### src/rtl/mesh_route_pkg.sv
package mesh_route_pkg;

    localparam int NDIR  = 4;
    localparam int DIR_E = 0;
    localparam int DIR_W = 1;
    localparam int DIR_N = 2;
    localparam int DIR_S = 3;

    typedef enum logic [2:0] {
        PORT_LOCAL = 3'd0,
        PORT_EAST  = 3'd1,
        PORT_WEST  = 3'd2,
        PORT_NORTH = 3'd3,
        PORT_SOUTH = 3'd4
    } port_e;

    typedef enum logic {
        ST_IDLE   = 1'b0,
        ST_RESULT = 1'b1
    } rstate_e;

    typedef struct packed {
        logic pos;   // destination lies at a higher coordinate
        logic neg;   // destination lies at a lower coordinate
        logic one;   // distance on this axis is exactly one hop
    } axis_off_t;

endpackage

### src/rtl/mr_offset_calc.sv
module mr_offset_calc
    import mesh_route_pkg::*;
#(
    parameter int W = 3
) (
    input  logic [W-1:0] cur,
    input  logic [W-1:0] dst,
    output axis_off_t    off
);
    localparam int DW = W + 1;

    logic [DW-1:0] up_dist;
    logic [DW-1:0] dn_dist;

    always_comb begin
        up_dist = {1'b0, dst} - {1'b0, cur};
        dn_dist = {1'b0, cur} - {1'b0, dst};
        off.pos = (dst > cur);
        off.neg = (dst < cur);
        off.one = (off.pos && up_dist == DW'(1)) || (off.neg && dn_dist == DW'(1));
    end
endmodule

### src/rtl/mr_port_pick.sv
module mr_port_pick
    import mesh_route_pkg::*;
#(
    parameter int CNT_W = 4
) (
    input  axis_off_t        xo,
    input  axis_off_t        yo,
    input  logic [CNT_W-1:0] free_e,
    input  logic [CNT_W-1:0] free_w,
    input  logic [CNT_W-1:0] free_n,
    input  logic [CNT_W-1:0] free_s,
    input  logic             row_e,
    input  logic             row_w,
    input  logic             col_n,
    input  logic             col_s,
    output port_e            pick
);
    logic             x_move;
    logic             y_move;
    port_e            x_dir;
    port_e            y_dir;
    logic [CNT_W-1:0] free_x;
    logic [CNT_W-1:0] free_y;
    logic             flag_x;
    logic             flag_y;

    always_comb begin
        x_move = xo.pos | xo.neg;
        y_move = yo.pos | yo.neg;
        x_dir  = xo.pos ? PORT_EAST  : PORT_WEST;
        y_dir  = yo.pos ? PORT_NORTH : PORT_SOUTH;
        free_x = xo.pos ? free_e : free_w;
        free_y = yo.pos ? free_n : free_s;
        // a wire only matters when its axis has a single hop left
        flag_x = xo.one & (xo.pos ? row_e : row_w);
        flag_y = yo.one & (yo.pos ? col_n : col_s);

        if (!x_move && !y_move) begin
            pick = PORT_LOCAL;
        end else if (!y_move) begin
            pick = x_dir;
        end else if (!x_move) begin
            pick = y_dir;
        end else if (flag_x && !flag_y) begin
            pick = y_dir;
        end else if (flag_y && !flag_x) begin
            pick = x_dir;
        end else if (free_x >= free_y) begin
            pick = x_dir;
        end else begin
            pick = y_dir;
        end
    end
endmodule

### src/rtl/mr_alarm_gen.sv
module mr_alarm_gen #(
    parameter int NDIR         = 4,
    parameter int OCC_W        = 4,
    parameter int ALARM_THRESH = 12
) (
    input  logic                  clk,
    input  logic                  rst_n,
    input  logic [NDIR*OCC_W-1:0] occ,
    input  logic [NDIR-1:0]       fail,
    output logic [NDIR-1:0]       alarm
);
    localparam logic [OCC_W-1:0] THR = OCC_W'(ALARM_THRESH);

    for (genvar d = 0; d < NDIR; d++) begin : g_dir
        logic raise;
        assign raise = (occ[d*OCC_W +: OCC_W] > THR) | fail[d];

        always_ff @(posedge clk or negedge rst_n) begin
            if (!rst_n) begin
                alarm[d] <= 1'b0;
            end else begin
                alarm[d] <= raise;
            end
        end
    end
endmodule

### src/rtl/mesh_route_sel.sv
module mesh_route_sel
    import mesh_route_pkg::*;
#(
    parameter int X_W          = 3,
    parameter int Y_W          = 3,
    parameter int CNT_W        = 4,
    parameter int OCC_W        = 4,
    parameter int ALARM_THRESH = 12
) (
    input  logic                  clk,
    input  logic                  rst_n,
    input  logic                  head_valid,
    input  logic [X_W-1:0]        cur_x,
    input  logic [Y_W-1:0]        cur_y,
    input  logic [X_W-1:0]        dst_x,
    input  logic [Y_W-1:0]        dst_y,
    input  logic [CNT_W-1:0]      free_east,
    input  logic [CNT_W-1:0]      free_west,
    input  logic [CNT_W-1:0]      free_north,
    input  logic [CNT_W-1:0]      free_south,
    input  logic                  row_alarm_east,
    input  logic                  row_alarm_west,
    input  logic                  col_alarm_north,
    input  logic                  col_alarm_south,
    input  logic [4*OCC_W-1:0]    own_occ,
    input  logic [3:0]            link_fail,
    output logic [3:0]            alarm_out,
    output logic                  route_valid,
    output logic [2:0]            route_port
);
    rstate_e          state_q;
    rstate_e          state_d;

    logic [X_W-1:0]   cx_q, dx_q;
    logic [Y_W-1:0]   cy_q, dy_q;
    logic [CNT_W-1:0] fe_q, fw_q, fn_q, fs_q;
    logic             re_q, rw_q, cn_q, cs_q;

    axis_off_t        x_off;
    axis_off_t        y_off;
    port_e            pick;
    port_e            port_o;

    // state register
    always_ff @(posedge clk or negedge rst_n) begin
        if (!rst_n) begin
            state_q <= ST_IDLE;
        end else begin
            state_q <= state_d;
        end
    end

    // transitions
    always_comb begin
        state_d = state_q;
        unique case (state_q)
            ST_IDLE:   if (head_valid)  state_d = ST_RESULT;
            ST_RESULT: if (!head_valid) state_d = ST_IDLE;
        endcase
    end

    // request capture on each head flit
    always_ff @(posedge clk or negedge rst_n) begin
        if (!rst_n) begin
            cx_q <= '0; cy_q <= '0; dx_q <= '0; dy_q <= '0;
            fe_q <= '0; fw_q <= '0; fn_q <= '0; fs_q <= '0;
            re_q <= 1'b0; rw_q <= 1'b0; cn_q <= 1'b0; cs_q <= 1'b0;
        end else if (head_valid) begin
            cx_q <= cur_x;      cy_q <= cur_y;
            dx_q <= dst_x;      dy_q <= dst_y;
            fe_q <= free_east;  fw_q <= free_west;
            fn_q <= free_north; fs_q <= free_south;
            re_q <= row_alarm_east;  rw_q <= row_alarm_west;
            cn_q <= col_alarm_north; cs_q <= col_alarm_south;
        end
    end

    mr_offset_calc #(.W(X_W)) u_xoff (.cur(cx_q), .dst(dx_q), .off(x_off));
    mr_offset_calc #(.W(Y_W)) u_yoff (.cur(cy_q), .dst(dy_q), .off(y_off));

    mr_port_pick #(.CNT_W(CNT_W)) u_pick (
        .xo     (x_off),
        .yo     (y_off),
        .free_e (fe_q),
        .free_w (fw_q),
        .free_n (fn_q),
        .free_s (fs_q),
        .row_e  (re_q),
        .row_w  (rw_q),
        .col_n  (cn_q),
        .col_s  (cs_q),
        .pick   (pick)
    );

    mr_alarm_gen #(
        .NDIR         (NDIR),
        .OCC_W        (OCC_W),
        .ALARM_THRESH (ALARM_THRESH)
    ) u_alarm (
        .clk   (clk),
        .rst_n (rst_n),
        .occ   (own_occ),
        .fail  (link_fail),
        .alarm (alarm_out)
    );

    // outputs
    always_comb begin
        unique case (state_q)
            ST_IDLE:   port_o = PORT_LOCAL;
            ST_RESULT: port_o = pick;
        endcase
    end

    assign route_valid = (state_q == ST_RESULT);
    assign route_port  = port_o;
endmodule

### config.mk
export PLATFORM = sky130hd
export DESIGN_NAME = mesh_route_sel
export DESIGN_NICKNAME = d
export VERILOG_FILES = /design/src/rtl/mesh_route_pkg.sv /design/src/rtl/mr_offset_calc.sv /design/src/rtl/mr_port_pick.sv /design/src/rtl/mr_alarm_gen.sv /design/src/rtl/mesh_route_sel.sv
export SDC_FILE = /design/constraint.sdc
export NUM_CORES = 1
export LEC_CHECK = 0
export BUFFER_PORTS_ARGS = -buffer_cell sky130_fd_sc_hd__buf_2
export CAP_MARGIN = 20
export CORE_ASPECT_RATIO = 1.4
export CORE_MARGIN = 3
export CORE_UTILIZATION = 45
export DETAILED_ROUTE_END_ITERATION = 8
export GPL_TIMING_DRIVEN = 0
export HOLD_SLACK_MARGIN = 0.15
export PLACE_DENSITY_LB_ADDON = 0.05
export SETUP_SLACK_MARGIN = 0.3
export SLEW_MARGIN = 5
export SYNTH_ARGS = -nofsm -noshare
export SYNTH_HDL_FRONTEND = slang
export SYNTH_SLANG_ARGS = --single-unit
### constraint.sdc
create_clock -name clk -period 3.68 [get_ports clk]
set_clock_uncertainty 0.05 [all_clocks]
set_input_delay 0.552 -clock clk [delete_from_list [all_inputs] [get_ports clk]]
set_output_delay 0.552 -clock clk [all_outputs]
set_load 0.05 [all_outputs]
[After elaboration in Yosys (flattened, before gate mapping)]
Index checks and enable logic that the tools add are counted.
Storage, ports and cells
  input bits: 55
  bits in read-only memories: 0
  output and inout bits: 8
  word-level logic and storage cells: 70
  bits in latches: 0
  register bits: 37
  memories: 0
  memory bits (writable): 0
Operators by class
  magnitude comparators: 9
  reductions and logical operators: 13
  multiply operators: 0
  mux-type cells: 14
  add/sub/neg operators: 4
  div/mod/pow operators: 0
  equality and inequality tests: 4
  shift-type cells: 0
  bitwise gates (word level): 9
Operator list (count)
  3-bit 2-to-1 mux: 7
  4-bit by 1-bit == test with 1-bit output, second input constant: 4
  4-bit greater-than comparator, second input constant: 4
  3-bit by 3-bit subtractor with 4-bit output: 4
  4-bit 2-to-1 mux: 2
  1-bit logical AND: 7
  3-bit greater-than comparator: 2
  3-bit < comparator: 2
  1-bit OR: 6
  3-bit case mux with 2 select lines: 1
  4-bit >= comparator: 1
  1-bit zero test: 4
  1-bit 2-to-1 mux: 3
  1-bit bitwise AND: 2
  1-bit logical OR: 2
  2-bit 2-to-1 mux: 1
  1-bit inverter: 1

[Logic depth before layout (Yosys ltp)]
  depth in word-level cells: 13
  mapped depth: 15
  depth with buffers taken out: 14

[Cells and area by module]
A second synthesis with hierarchy kept.
Second synthesis, totals
  cells, all modules: 171
  area total of the unflattened synthesis: 2353.5 µm²
By module, submodules not included
  mesh_route_sel: cells each 72, times used 1, area each 1388.8 µm²
  mr_offset_calc: cells each 27, times used 2, area each 227.7 µm²
  mr_port_pick: cells each 33, times used 1, area each 334.1 µm²
  mr_alarm_gen: cells each 12, times used 1, area each 175.2 µm²

[Worst setup path after synthesis]
OpenSTA, ideal clock, no wires.
  kind: register -> output
  start point: reg cx_q[0]
  end point: out route_port[1]
  arrival time: 4.358 ns
  stages on the path, launching flop included: 11
  path buffers: 0
  required time: 3.078 ns
  path slack: -1.280 ns
  path through: dfrtp_1 > ha_1 > fa_1 > fa_1 > a31oi_1 > mux2_2 > ha_1 > a2111oi_0 > nor3_1 > maj3_4 > o21ai_0
On the way
  word-level cells in the longest chain between the ends: 13
RTL lines
  from (decl): line mesh_route_sel.sv:34  | logic [X_W-1:0] cx_q, dx_q;
  from (signal assigned): line mesh_route_sel.sv:69  | cx_q <= cur_x; cy_q <= cur_y;
  3-bit by 3-bit subtractor with 4-bit output (on tied branches): line mr_offset_calc.sv:16, mr_offset_calc.sv:17
  4-bit by 1-bit == test with 1-bit output: line mr_offset_calc.sv:20  | off.one = (off.pos && up_dist == DW'(1)) || (off.neg && dn_dist == DW'(1));
  1-bit logical AND: line mr_offset_calc.sv:20
  1-bit logical OR: line mr_offset_calc.sv:20
  1-bit bitwise AND: line mr_port_pick.sv:35  | flag_x = xo.one & (xo.pos ? row_e : row_w);
  1-bit zero test: line mr_port_pick.sv:46  | end else if (flag_y && !flag_x) begin
  1-bit logical AND: line mr_port_pick.sv:46
  3-bit 2-to-1 mux: line mr_port_pick.sv:46
  3-bit 2-to-1 mux: line mr_port_pick.sv:44  | end else if (flag_x && !flag_y) begin
  3-bit 2-to-1 mux: line mr_port_pick.sv:42  | end else if (!x_move) begin
  3-bit 2-to-1 mux: line mr_port_pick.sv:40  | end else if (!y_move) begin
  3-bit 2-to-1 mux (*): line mr_port_pick.sv:38  | if (!x_move && !y_move) begin
  3-bit case mux with 2 select lines (*): line mesh_route_sel.sv:109  | unique case (state_q)
  to (decl): line mesh_route_sel.sv:29  | output logic [2:0] route_port
Every way passes the cells marked *; elsewhere a longest branch is shown, timed or not.

[Worst setup path after layout]
  start point: reg dx_q[0]
  end point: out route_port[0]
On the way
  word-level cells in the longest chain between the ends: 13
RTL lines
  from (decl): line mesh_route_sel.sv:34
  from (signal assigned): line mesh_route_sel.sv:70  | dx_q <= dst_x; dy_q <= dst_y;
  3-bit by 3-bit subtractor with 4-bit output (on tied branches): line mr_offset_calc.sv:16, mr_offset_calc.sv:17
  4-bit by 1-bit == test with 1-bit output: line mr_offset_calc.sv:20
  1-bit logical AND: line mr_offset_calc.sv:20
  1-bit logical OR: line mr_offset_calc.sv:20
  1-bit bitwise AND: line mr_port_pick.sv:35
  1-bit zero test: line mr_port_pick.sv:46
  1-bit logical AND: line mr_port_pick.sv:46
  3-bit 2-to-1 mux: line mr_port_pick.sv:46
  3-bit 2-to-1 mux: line mr_port_pick.sv:44
  3-bit 2-to-1 mux: line mr_port_pick.sv:42
  3-bit 2-to-1 mux: line mr_port_pick.sv:40
  3-bit 2-to-1 mux (*): line mr_port_pick.sv:38
  3-bit case mux with 2 select lines (*): line mesh_route_sel.sv:109
Marks and branches as above.

==> flow_metrics.tcl <==
set metrics [dict create \
    status "finished, violations left" \
    violations "negative setup slack" \
    clock-sinks 37 \
    post_drt_via_cell_ratio 4.93 \
    seq_area_frac_synth 0.442 \
    grt_max_degree 38 \
    clk_pin_slew_worst_paths_ns 0.07 \
    port-buffer-count 62 \
    synth_top_family_by_area "adder cells" \
    grtUsageTotal 0.173 \
    rr_worst_depth 3 \
    setup_ws_ns -0.679 \
    final_nets 335 \
    finalCritPeriodShare 1.18 \
    synth-edff-count 0 \
    ioPinCount 63 \
    synth_simple_gate_area_frac 0.0837 \
    initial_core_util 0.482 \
    htree_levels 2 \
    clockBufferDepth 2 \
    fmax_ghz 0.229 \
    busiest_layer "met2" \
    rsz0062_at_grt "yes" \
    place_inst 304 \
    grtUsageMet1 0.190 \
    wl_um 4360 \
    die_x_um 63.6 \
    drive_gt1_frac 0.471 \
    cts_root_buf "clkbuf_8" \
    fin_cells 319 \
    drt_iter0_markers 43 \
    ys.flop_type "dfrtp_1" \
    num_antenna_cells 0 \
    vdd_drop_max_mv 0.247 \
    num_vias 1572 \
    hold_viol_final 0 \
    drc 0 \
    critical_path_class "flip-flop to output pin" \
    core_um2 4340 \
    wire_per_inst_um 13.7 \
    power_density_nw_per_um2 439 \
    area_growth_pct 32.7 \
    critPathArrivalTime_ns 3.76 \
    setup-violations-final 3 \
    path_max_fanout 5 \
    antenna_found_initial 0 \
    synthesis.nets 259 \
    synth_area_per_cell_um2 11.5 \
    synth_warnings 0 \
    max_slew_margin 0.458 \
    timing_worst_slew_pin_value_ns 0.813 \
    synth_cells 182 \
    synthMuxAreaShare 0.158 \
    maxCapViolations 0 \
    synth_fa_ha_area_frac 0.160 \
    first_global_vias 1655 \
    critPathLaunchType "flip-flop" \
    ant_nets 0 \
    ys_types 29 \
    required_ns 3.08 \
    rows 28 \
    fin_crit_ns 4.36 \
    gp_congestion 0.799 \
    synth_seq_cells 37 \
    cts_tree "built" \
    grt_first_pass_wirelength_um 7400 \
    final_util 0.639 \
    dp_hpwl_um 3330 \
    holdCritPathClass "input port to asynchronous set/reset pin" \
    die_h_um 86.7 \
    postCtsHoldBufs 0 \
    synthArstFlopShare 1.00 \
    slew_violations 0 \
    use_met2 0.323 \
    grt_remaining_overflow 0 \
    synth_area_um2 2090 \
    die_area_um2 5520 \
    crit_path_end_kind "output pin" \
    p_leak_nw 1.29 \
    synth_xor_area_frac 0.00837 \
    synth_compound_area_frac 0.102 \
    drtPass1Iterations 4 \
    insertion_delay_ns 0.29 \
    cts_made_buffers 5 \
    met3_usage 0.0337 \
]
==> sequential cells by signal (all words and copies together) (netlist names) <==
name,cells
fe_q,4
fn_q,4
fs_q,4
fw_q,4
u_alarm.alarm,4
cx_q,3
cy_q,3
dx_q,3
dy_q,3
cn_q,1
cs_q,1
re_q,1
route_valid,1
rw_q,1
==> synthesized netlist by cell type, drive strengths merged (5+ instances only) <==
cell type | number | share of area
fa | 6 | 0.057
mux2 | 24 | 0.13
ha | 16 | 0.096
dfrtp | 37 | 0.44
nand3b | 5 | 0.018
o211ai | 6 | 0.022
mux2i | 6 | 0.029
o21ai | 15 | 0.038
nand2 | 13 | 0.023
clkbuf | 5 | 0.0090
a21oi | 6 | 0.014
nand2b | 5 | 0.015
inv | 16 | 0.029
==> where the power goes <==
| part | switching, mW | internal [mW] |
|---|---|---|
| registers | 0.0234 | 0.444 |
| clock network | 0.138 | 0.135 |
| logic | 0.243 | 0.236 |
==> layout by cell type (no fill, tap or decap), types with 3 or more instances in the layout <==
cell type / instances
buf_4: 7
fa_2: 3
mux2_2: 23
dfrtp_1: 37
a21oi_1: 6
nand2b_1: 4
buf_2: 59
o211ai_1: 6
inv_1: 15
nand3b_1: 5
mux2i_1: 5
ha_1: 12
nand3_1: 3
clkbuf_8: 5
o21ai_0: 13
fa_1: 3
nand2_1: 12
clkbuf_1: 8
nor2_1: 3
buf_6: 3
==> worst max-delay path, cell delays in order (launching register included) <==
cell       delay [ns]
dfrtp_1          0.37
inv_2            0.07
ha_4             0.16
fa_2             0.33
fa_2             0.38
a31oi_4          0.24
buf_4            0.16
mux2_4           0.30
ha_4             0.22
a2111oi_4        0.30
nor3_2           0.09
maj3_4           0.38
mux2i_4          0.21
nor2_4           0.10
buf_8            0.15
==> final cells by class <==
cell class | count | area, um^2
timing repair buffer | 69 | 389
clock buffer | 8 | 80.1
sequential | 37 | 926
tap | 60 | 75.1
inverter | 16 | 60.1
buffer | 7 | 41.3
multi-input combinational | 122 | 1210
fill | 388 | 1570
==> through the flow <==
stage / total power, mW / setup slack (ns) / cell area, um^2 / hold slack (ns) / TNS, ns
2_1_floorplan: 0.808 / -0.303 / 2200 / 0.206 / -0.740
3_3_place_gp: 0.901 / -0.553 / 2580 / 0.437 / -1.54
3_5_place_dp: 0.909 / -0.599 / 2580 / 0.443 / -1.67
4_1_cts: 1.23 / -0.715 / 2760 / 0.334 / -2.07
5_1_grt: 1.30 / -0.840 / 2780 / 0.343 / -2.44
6_report: 1.22 / -0.679 / 2780 / 0.304 / -1.95
==> logic make-up after synthesis <==
family	Yosys count
AND/OR/NAND/NOR	34
multiplexers	30
buffers and inverters	23
flip-flops	37
adder cells (fa/ha/maj)	23
XOR/XNOR	2
AO/OA/AOI/OAI	33
==> path summary, 6_finish.rpt <==
kind                                          start                    end  slack [ns]
worst max-delay path            dx_q[0]$_DFFE_PN0P_          route_port[0]       -0.68
worst min-delay path                          rst_n    cy_q[0]$_DFFE_PN0P_        0.30
worst max register to register  dx_q[0]$_DFFE_PN0P_    dx_q[0]$_DFFE_PN0P_        2.83
worst min register to register  fw_q[2]$_DFFE_PN0P_    fw_q[2]$_DFFE_PN0P_        0.45
max in group asynchronous                     rst_n    fs_q[0]$_DFFE_PN0P_        2.76
min in group clk                         head_valid  route_valid$_DFF_PN0_        0.34
==> repair_timing <==
action / 4_1_cts / 5_1_grt
setup buffers: 6 / 1
cloned: 0 / 0
hold endpoints to repair: 0 / 0
pin swaps: 8 / 2
endpoints found under the setup margin: 3 / 3
gates resized for setup: 12 / 3
==> layer usage <==
layer | up-vias | part of all wire
li1 | 779 | -
met1 | 744 | 0.39
met2 | 41 | 0.55
met3 | 8 | 0.041
met4 | 0 | 0.017
met5 | - | 0
Power figures use the tool's default switching activity.
